<file path="src/rtl/pio_pkg.sv">
package pio_pkg;
  localparam int BUS_W  = 32;
  localparam int ADDR_W = 12;

  localparam logic [ADDR_W-1:0] OFS_OUT    = 12'h504;
  localparam logic [ADDR_W-1:0] OFS_OUTSET = 12'h508;
  localparam logic [ADDR_W-1:0] OFS_OUTCLR = 12'h50C;
  localparam logic [ADDR_W-1:0] OFS_IN     = 12'h510;
  localparam logic [ADDR_W-1:0] OFS_DIR    = 12'h514;
  localparam logic [ADDR_W-1:0] OFS_DIRSET = 12'h518;
  localparam logic [ADDR_W-1:0] OFS_DIRCLR = 12'h51C;
  localparam logic [ADDR_W-1:0] OFS_LATCH  = 12'h520;
  localparam logic [ADDR_W-1:0] OFS_DMODE  = 12'h524;
  localparam logic [ADDR_W-1:0] OFS_CFG0   = 12'h700;

  typedef enum logic [1:0] {
    SNS_NONE = 2'd0, SNS_RSVD = 2'd1, SNS_HIGH = 2'd2, SNS_LOW = 2'd3
  } sense_e;

  typedef enum logic [1:0] {
    PULL_NONE = 2'd0, PULL_DOWN = 2'd1, PULL_RSVD = 2'd2, PULL_UP = 2'd3
  } pull_e;

  typedef struct packed {
    sense_e     sense;
    logic [2:0] drive;
    pull_e      pull;
    logic       in_off;
  } pin_cfg_t;

  typedef struct packed {
    logic out_w;
    logic outset;
    logic outclr;
    logic in_r;
    logic dir_w;
    logic dirset;
    logic dirclr;
    logic latch;
    logic dmode;
    logic cfg;
  } reg_hit_t;

  function automatic logic [BUS_W-1:0] cfg_to_word(logic dir, pin_cfg_t c);
    logic [BUS_W-1:0] w;
    w        = '0;
    w[0]     = dir;
    w[1]     = c.in_off;
    w[3:2]   = c.pull;
    w[10:8]  = c.drive;
    w[17:16] = c.sense;
    return w;
  endfunction

  function automatic pin_cfg_t word_to_cfg(logic [BUS_W-1:0] w);
    pin_cfg_t c;
    c.in_off = w[1];
    c.pull   = pull_e'(w[3:2]);
    c.drive  = w[10:8];
    c.sense  = sense_e'(w[17:16]);
    return c;
  endfunction

  function automatic logic hi_side_off(logic [2:0] d);
    return (d == 3'd6) || (d == 3'd7);
  endfunction

  function automatic logic lo_side_off(logic [2:0] d);
    return (d == 3'd4) || (d == 3'd5);
  endfunction
endpackage

</file>
<file path="src/rtl/pio_sync.sv">
module pio_sync #(
  parameter int WIDTH = 32
) (
  input  logic             clk,
  input  logic             rst_n,
  input  logic [WIDTH-1:0] d_async,
  output logic [WIDTH-1:0] q_sync
);
  logic [WIDTH-1:0] stage1_q;
  logic [WIDTH-1:0] stage2_q;

  always_ff @(posedge clk or negedge rst_n) begin
    if (!rst_n) begin
      stage1_q <= '0;
      stage2_q <= '0;
    end else begin
      stage1_q <= d_async;
      stage2_q <= stage1_q;
    end
  end

  assign q_sync = stage2_q;
endmodule

</file>
<file path="src/rtl/pio_addr_dec.sv">
module pio_addr_dec
  import pio_pkg::*;
#(
  parameter int NUM_PINS = 32,
  parameter int IDX_W    = $clog2(NUM_PINS)
) (
  input  logic [ADDR_W-1:0] addr,
  output reg_hit_t          hit,
  output logic [IDX_W-1:0]  cfg_idx
);
  localparam logic [ADDR_W-1:0] CFG_SPAN = ADDR_W'(4 * NUM_PINS);

  logic [ADDR_W-1:0] rel;

  assign rel     = addr - OFS_CFG0;
  assign cfg_idx = rel[IDX_W+1:2];

  always_comb begin
    hit        = '0;
    hit.out_w  = (addr == OFS_OUT);
    hit.outset = (addr == OFS_OUTSET);
    hit.outclr = (addr == OFS_OUTCLR);
    hit.in_r   = (addr == OFS_IN);
    hit.dir_w  = (addr == OFS_DIR);
    hit.dirset = (addr == OFS_DIRSET);
    hit.dirclr = (addr == OFS_DIRCLR);
    hit.latch  = (addr == OFS_LATCH);
    hit.dmode  = (addr == OFS_DMODE);
    // unsigned wrap makes addresses below the window compare large
    hit.cfg    = (rel[1:0] == 2'b00) && (rel < CFG_SPAN);
  end
endmodule

</file>
<file path="src/rtl/pio_pin_cell.sv">
module pio_pin_cell
  import pio_pkg::*;
(
  input  logic       clk,
  input  logic       rst_n,
  input  logic       dir_wr,
  input  logic       dir_wval,
  input  logic       dir_set,
  input  logic       dir_clr,
  input  logic       cfg_wr,
  input  logic       cfg_dir,
  input  pin_cfg_t   cfg_in,
  input  logic       out_bit,
  input  logic       in_sync,
  output logic       dir_q,
  output pin_cfg_t   cfg_q,
  output logic       pad_oe,
  output logic       pad_ie,
  output logic       pad_pu,
  output logic       pad_pd,
  output logic [2:0] pad_drv,
  output logic       in_val,
  output logic       sense_hit
);
  // single storage bit for direction, reachable from two address views
  always_ff @(posedge clk or negedge rst_n) begin
    if (!rst_n) begin
      dir_q <= 1'b0;
    end else if (cfg_wr) begin
      dir_q <= cfg_dir;
    end else if (dir_wr) begin
      dir_q <= dir_wval;
    end else if (dir_set) begin
      dir_q <= 1'b1;
    end else if (dir_clr) begin
      dir_q <= 1'b0;
    end
  end

  always_ff @(posedge clk or negedge rst_n) begin
    if (!rst_n) begin
      cfg_q <= '0;
    end else if (cfg_wr) begin
      cfg_q <= cfg_in;
    end
  end

  logic drv_allowed;
  always_comb begin
    if (out_bit) drv_allowed = !hi_side_off(cfg_q.drive);
    else         drv_allowed = !lo_side_off(cfg_q.drive);
  end

  assign pad_oe  = dir_q & drv_allowed;
  assign pad_ie  = ~cfg_q.in_off;
  assign pad_pu  = (cfg_q.pull == PULL_UP);
  assign pad_pd  = (cfg_q.pull == PULL_DOWN);
  assign pad_drv = cfg_q.drive;

  assign in_val = in_sync & ~cfg_q.in_off;

  always_comb begin
    unique case (cfg_q.sense)
      SNS_HIGH: sense_hit = in_val;
      SNS_LOW:  sense_hit = ~in_val;
      default:  sense_hit = 1'b0;
    endcase
  end
endmodule

</file>
<file path="src/rtl/pio_detect.sv">
module pio_detect #(
  parameter int NUM_PINS = 32
) (
  input  logic                clk,
  input  logic                rst_n,
  input  logic [NUM_PINS-1:0] sense_hit,
  input  logic                clr_we,
  input  logic [NUM_PINS-1:0] clr_mask,
  input  logic                mode_we,
  input  logic                mode_wval,
  output logic [NUM_PINS-1:0] latch_q,
  output logic                dmode_q,
  output logic                detect
);
  logic [NUM_PINS-1:0] clr_eff;
  assign clr_eff = clr_we ? clr_mask : '0;

  // set dominates clear so a persisting condition cannot be wiped
  always_ff @(posedge clk or negedge rst_n) begin
    if (!rst_n) begin
      latch_q <= '0;
      dmode_q <= 1'b0;
    end else begin
      latch_q <= (latch_q & ~clr_eff) | sense_hit;
      if (mode_we) dmode_q <= mode_wval;
    end
  end

  assign detect = dmode_q ? (|latch_q) : (|sense_hit);
endmodule

</file>
<file path="src/rtl/pio_port.sv">
module pio_port
  import pio_pkg::*;
#(
  parameter int NUM_PINS = 32
) (
  input  logic                  clk,
  input  logic                  rst_n,
  input  logic                  bus_wr_en,
  input  logic                  bus_rd_en,
  input  logic [ADDR_W-1:0]     bus_addr,
  input  logic [BUS_W-1:0]      bus_wdata,
  output logic [BUS_W-1:0]      bus_rdata,
  output logic                  bus_rvalid,
  input  logic [NUM_PINS-1:0]   pad_in,
  output logic [NUM_PINS-1:0]   pad_out,
  output logic [NUM_PINS-1:0]   pad_oe,
  output logic [NUM_PINS-1:0]   pad_ie,
  output logic [NUM_PINS-1:0]   pad_pu,
  output logic [NUM_PINS-1:0]   pad_pd,
  output logic [3*NUM_PINS-1:0] pad_drive,
  output logic                  detect
);
  localparam int IDX_W = $clog2(NUM_PINS);

  reg_hit_t            hit;
  reg_hit_t            we;
  logic [IDX_W-1:0]    cfg_idx;
  logic [NUM_PINS-1:0] wmask;
  logic [NUM_PINS-1:0] out_q;
  logic [NUM_PINS-1:0] in_sync;
  logic [NUM_PINS-1:0] in_vec;
  logic [NUM_PINS-1:0] dir_vec;
  logic [NUM_PINS-1:0] hit_vec;
  logic [NUM_PINS-1:0] latch_vec;
  logic                dmode_q;
  logic [BUS_W-1:0]    cfg_rd [NUM_PINS];
  logic                cfg_dir_w;
  pin_cfg_t            cfg_w;

  pio_addr_dec #(.NUM_PINS(NUM_PINS), .IDX_W(IDX_W)) u_dec (
    .addr    (bus_addr),
    .hit     (hit),
    .cfg_idx (cfg_idx)
  );

  assign we        = bus_wr_en ? hit : '0;
  assign wmask     = bus_wdata[NUM_PINS-1:0];
  assign cfg_dir_w = bus_wdata[0];
  assign cfg_w     = word_to_cfg(bus_wdata);

  always_ff @(posedge clk or negedge rst_n) begin
    if (!rst_n) begin
      out_q <= '0;
    end else if (we.out_w) begin
      out_q <= wmask;
    end else if (we.outset) begin
      out_q <= out_q | wmask;
    end else if (we.outclr) begin
      out_q <= out_q & ~wmask;
    end
  end

  assign pad_out = out_q;

  pio_sync #(.WIDTH(NUM_PINS)) u_sync (
    .clk     (clk),
    .rst_n   (rst_n),
    .d_async (pad_in),
    .q_sync  (in_sync)
  );

  for (genvar i = 0; i < NUM_PINS; i++) begin : g_pin
    pin_cfg_t cfg_q_i;
    logic     cfg_wr_i;
    assign cfg_wr_i = we.cfg && (cfg_idx == IDX_W'(i));

    pio_pin_cell u_cell (
      .clk       (clk),
      .rst_n     (rst_n),
      .dir_wr    (we.dir_w),
      .dir_wval  (wmask[i]),
      .dir_set   (we.dirset & wmask[i]),
      .dir_clr   (we.dirclr & wmask[i]),
      .cfg_wr    (cfg_wr_i),
      .cfg_dir   (cfg_dir_w),
      .cfg_in    (cfg_w),
      .out_bit   (out_q[i]),
      .in_sync   (in_sync[i]),
      .dir_q     (dir_vec[i]),
      .cfg_q     (cfg_q_i),
      .pad_oe    (pad_oe[i]),
      .pad_ie    (pad_ie[i]),
      .pad_pu    (pad_pu[i]),
      .pad_pd    (pad_pd[i]),
      .pad_drv   (pad_drive[3*i +: 3]),
      .in_val    (in_vec[i]),
      .sense_hit (hit_vec[i])
    );

    assign cfg_rd[i] = cfg_to_word(dir_vec[i], cfg_q_i);
  end

  pio_detect #(.NUM_PINS(NUM_PINS)) u_det (
    .clk       (clk),
    .rst_n     (rst_n),
    .sense_hit (hit_vec),
    .clr_we    (we.latch),
    .clr_mask  (wmask),
    .mode_we   (we.dmode),
    .mode_wval (bus_wdata[0]),
    .latch_q   (latch_vec),
    .dmode_q   (dmode_q),
    .detect    (detect)
  );

  logic [BUS_W-1:0] rd_word;
  always_comb begin
    rd_word = '0;
    if (hit.out_w)      rd_word = BUS_W'(out_q);
    else if (hit.in_r)  rd_word = BUS_W'(in_vec);
    else if (hit.dir_w) rd_word = BUS_W'(dir_vec);
    else if (hit.latch) rd_word = BUS_W'(latch_vec);
    else if (hit.dmode) rd_word = BUS_W'(dmode_q);
    else if (hit.cfg)   rd_word = cfg_rd[cfg_idx];
  end

  always_ff @(posedge clk or negedge rst_n) begin
    if (!rst_n) begin
      bus_rdata  <= '0;
      bus_rvalid <= 1'b0;
    end else begin
      bus_rvalid <= bus_rd_en;
      if (bus_rd_en) bus_rdata <= rd_word;
    end
  end
endmodule

</file>
<file path="config.mk">
export PLATFORM = sky130hd
export DESIGN_NAME = pio_port
export DESIGN_NICKNAME = d
export VERILOG_FILES = /design/src/rtl/pio_pkg.sv /design/src/rtl/pio_sync.sv /design/src/rtl/pio_addr_dec.sv /design/src/rtl/pio_pin_cell.sv /design/src/rtl/pio_detect.sv /design/src/rtl/pio_port.sv
export SDC_FILE = /design/constraint.sdc
export NUM_CORES = 1
export LEC_CHECK = 0
export ABC_CLOCK_PERIOD_IN_PS = 2050
export CAP_MARGIN = 20
export CORE_MARGIN = 2
export CORE_UTILIZATION = 43
export DETAILED_ROUTE_END_ITERATION = 10
export GPL_ROUTABILITY_DRIVEN = 0
export GPL_TIMING_DRIVEN = 0
export HOLD_SLACK_MARGIN = 0.12
export PLACE_DENSITY = 0.67
export SLEW_MARGIN = 20
export SYNTH_ARGS = -nofsm -noshare
export SYNTH_HDL_FRONTEND = slang
export SYNTH_SLANG_ARGS = --single-unit
export TNS_END_PERCENT = 50
</file>
<file path="constraint.sdc">
create_clock -name clk -period 2.05 [get_ports clk]
set_input_delay 0.3075 -clock clk [delete_from_list [all_inputs] [get_ports clk]]
set_output_delay 0.3075 -clock clk [all_outputs]
set_load 0.005 [all_outputs]
</file>
==> out/summary.txt <==
====================================================================================================
Result of the run                                                                       finished, violations left
Violated checks                                                                         negative setup slack
Register area share after synthesis                                                            48.2%
Estimated wirelength of the detail-placed design                                            71300 µm
Number of failing hold endpoints at the final stage                                                0
Power density over the cells                                                              656 mW/mm²
Remaining routing DRC violations                                                                   0
Number of clock buffers inserted by TritonCTS                                                     49
Number of global-route vias before repair                                                      21200
Crit path cell chain                                                                    or4bb_1 -> o21ai_2 -> or4_4 -> or3_4 -> nor4_4 -> a21oi_2 -> buf_2
Clock tree from TritonCTS                                                                       done
Post-layout net count                                                                           2970
Net switching power figure                                                                 0.00500 W
Async SR Flop Fraction                                                                          100%
Detail-routed net length per standard cell                                                   27.1 µm
Fill cell instance count of the final layout                                                    4619
Final core utilization                                                                         57.1%
Number of antenna violations at the first check in global routing                                 10
Total Power                                                                                 0.0201 W
End of the worst register-to-register path                                              bus_rdata[0]
Drt first pass iters                                                                               6
Worst reg2reg setup slack                                                                     -90 ps
Critical path launch point                                                              u_sync.q_sync[17]
Count of vias placed by the detailed router                                                    21800
Arrival time reported for the critical path endpoint                                         2790 ps
Capturing element type of the critical path                                             primary output
Number of storage elements in the synthesis netlist                                              450
Syn nets                                                                                        2496
Worst-Margin Slew                                                                            1110 ps
Worst voltage drop across the vdd grid                                                    0.000611 V
Reg area                                                                                  0.0113 mm²
Initial core utilization                                                                       43.5%
Total number of placement rows                                                                    85
Max Cap Violations                                                                                 0
Total area of multi-input combinational cells                                            0.00969 mm²
First-pass GRT wire length                                                                 142000 µm
Min setup slack post-route                                                                  -1050 ps
Total detailed-routing wirelength                                                           98300 µm
Area overhead of the layout relative to synthesis                                              31.3%
Top delay family on crit path                                                           simple AND/OR/NAND/NOR gates
Insertion delay to the later sink of the worst-skew pair                                      630 ps
Hold Path Origin                                                                          pad_in[14]
Sw Share                                                                                       24.9%
Final count of negative-setup-slack endpoints                                                     21
Setup TNS                                                                                   -1730 ps
Clk_skew                                                                                     21.2 ps
Synth Flop Type                                                                         sky130_fd_sc_hd__dfrtp_1
Maximum single-stage delay on the critical path                                               550 ps
Unique cell type count in the Yosys netlist                                                       57
Largest fanout of any net on the critical path                                                     2
Cell at the slowest stage of the critical path                                          sky130_fd_sc_hd__or4_4
Number of instances in the synthesized netlist                                                  2416
Min Clock Period, post-route                                                                 3100 ps
Port bufs                                                                                        366
Worst hold slack                                                                              121 ps
Achievable clock frequency                                                                   323 MHz
Fraction of power consumed by the clock network                                                46.3%
Buffer cell driving the clock tree root                                                 sky130_fd_sc_hd__clkbuf_16
Reg-to-Reg Start                                                                        g_pin[28].u_cell.dir_q
Crit share post-route                                                                           151%
Average cell area after synthesis                                                           9.66 µm²
Maximum number of pins on one net before global-route repair                                     102
Clock-pin slew reported for the worst setup and hold paths after clock tree synthesis          60 ps
Full die area                                                                             0.0562 mm²
Post-placement setup slack                                                                  -1870 ps
Fraction of final layout cells sized beyond drive strength 1                                   27.2%
Die H                                                                                         237 µm
CTS max path bufs                                                                                  3
Average via count per standard cell                                                             6.00
Area of the mapped netlist                                                                0.0233 mm²
Count of buffer and inverter cells on the critical path                                            1
Launching element type of the critical path                                                flip-flop
Leak pwr                                                                                     14.0 nW
Initial detailed-routing violation count                                                        3143
YS warnings                                                                                        0
Count of antenna-violating nets left after detailed routing                                        0
Worst Hold Endpoint                                                                     u_sync.stage1_q[14]
Relative contribution of combinational cells to total power                                     7.8%
Unrepaired setup endpoints after global routing                                                  yes
Internal power contribution                                                                 0.0151 W
Core Region                                                                               0.0537 mm²
Number of slew-limit violations in the final report                                                0
Width of the die                                                                              237 µm
Worst-case headroom to the max-slew limit                                                      25.8%
# H-tree levels                                                                                    2
Critical path required time                                                                  1740 ps
Number of ports placed on the die boundary                                                       370
Global-route usage over all layers                                                             34.5%
Most used cells in the layout excluding fill and tap cells                              sky130_fd_sc_hd__nand2_1 (456), sky130_fd_sc_hd__buf_4 (421), sky130_fd_sc_hd__dfrtp_1 (381)
Sum of overflow across all layers after global routing                                             0
Class of the tightest hold or removal check                                             primary input to flip-flop
Worst R2R Path Depth                                                                               6
Sequential share of power                                                                      45.9%
Worst Setup Path Type                                                                   flip-flop to primary output
Most common cell after layout, fill and taps aside                                      sky130_fd_sc_hd__nand2_1
Number of synthesized flops with an enable pin                                                     0
Cell depth of the worst min-delay path                                                             1
Total number of clock tree sinks                                                                 450
====================================================================================================
metal layers:
| layer | vias up | GRT usage, % | share of wire [%] |
|---|---|---|---|
| met2 | 1649 | 51.7 | 44 |
| met5 | - | 0 | 0.059 |
| met4 | 8 | 20.3 | 7.2 |
| li1 | 9038 | - | - |
| met1 | 10600 | 42.7 | 36 |
| met3 | 452 | 12.9 | 13 |
cell usage after synthesis (3+ instances only):
cell type,count,area [µm²]
sky130_fd_sc_hd__o21ai_1,31,155
sky130_fd_sc_hd__and2_1,37,231
sky130_fd_sc_hd__a31oi_1,54,338
sky130_fd_sc_hd__a22oi_1,59,443
sky130_fd_sc_hd__a21o_1,30,225
sky130_fd_sc_hd__nand4_1,6,37.5
sky130_fd_sc_hd__buf_6,6,67.6
sky130_fd_sc_hd__o22ai_1,13,81.3
sky130_fd_sc_hd__a21oi_1,11,55.1
sky130_fd_sc_hd__o2bb2ai_1,3,26.3
sky130_fd_sc_hd__mux4_2,70,1580
sky130_fd_sc_hd__nor2b_1,74,463
sky130_fd_sc_hd__a211oi_1,10,75.1
sky130_fd_sc_hd__inv_1,70,263
sky130_fd_sc_hd__o211ai_1,36,270
sky130_fd_sc_hd__a21boi_0,32,240
sky130_fd_sc_hd__mux2i_1,13,130
sky130_fd_sc_hd__buf_4,270,2030
sky130_fd_sc_hd__nor3_1,13,65.1
sky130_fd_sc_hd__nand3_1,4,20.0
sky130_fd_sc_hd__clkbuf_1,81,304
sky130_fd_sc_hd__nand2_1,469,1760
sky130_fd_sc_hd__buf_2,29,145
sky130_fd_sc_hd__o21ai_0,292,1460
sky130_fd_sc_hd__nand2b_1,9,56.3
sky130_fd_sc_hd__xnor2_1,35,307
sky130_fd_sc_hd__or4_1,5,37.5
sky130_fd_sc_hd__or2_1,4,25.0
sky130_fd_sc_hd__dfrtp_1,450,11300
sky130_fd_sc_hd__nor2_1,121,454
sky130_fd_sc_hd__nor4_1,20,125
sky130_fd_sc_hd__or4bb_1,28,315
power by group through the flow:
stage	registers [W]	clock network (W)	logic [W]
3_5_place_dp	0.00937	0	0.00143
2_1_floorplan	0.00929	0	0.000555
6_report	0.00922	0.00930	0.00157
4_1_cts	0.00921	0.00922	0.00149
5_1_grt	0.00922	0.00964	0.00164
3_3_place_gp	0.00938	0	0.00137
through the flow:
stage	instances	area, µm²
after floorplan	2416	23300
after global placement	3478	27900
after detailed placement	3483	28000
after CTS	3598	30200
after global routing	3626	30600
final	3629	30600
flip-flops by register name (all words and copies together), names as in the netlist, named ones only:
| register | count |
|---|---|
| g_pin.u_cell.cfg_q | 160 |
| g_pin.u_cell.dir_q | 32 |
| g_pin.u_cell.pad_drv | 96 |
| u_det.latch_q | 32 |
| u_sync.q_sync | 32 |
| bus_rdata | 32 |
| u_det.dmode_q | 1 |
| bus_rvalid | 1 |
| u_sync.stage1_q | 32 |
worst max path at each step:
stage	endpoint	slack [ps]	cells after the start
final	detect	-1050	7
after global placement	g_pin[13].u_cell.pad_drv[2]	-18830	1
after CTS	detect	-980	7
after detailed placement	g_pin[23].u_cell.dir_q	-1870	8
after global routing	detect	-1110	7
after floorplan	bus_rdata[17]	40	8
area by class of cell:
| cell class | instances | area share [%] |
|---|---|---|
| sequential | 450 | 37.0 |
| multi-input combinational | 1509 | 31.6 |
| timing repair buffer | 428 | 13.2 |
| buffer | 382 | 8.98 |
| clock buffer | 72 | 4.78 |
| tap | 696 | 2.84 |
| inverter | 70 | 0.857 |
| clock inverter | 17 | 0.641 |
| antenna | 5 | 0.0408 |
repair_timing:
item	in CTS	in global routing
hold endpoints to repair	91	1
setup endpoints to repair	491	389
gates resized for setup	301	145
setup buffers	27	28
hold buffers	1	1
pin swaps	56	20
kinds of logic (layout without fill, tap and decap cells):
family	Yosys count	after routing	synth area share, %
DFF	450	450	48.2
other	0	5	0
xor gates and xnor gates	36	36	1.35
buffers and inverters	457	969	12.0
AOI/OAI and AO/OA	580	580	14.8
and+or+nand+nor	808	808	16.2
muxes	85	85	7.41
Note: power is estimated with default switching activity, not from simulation.
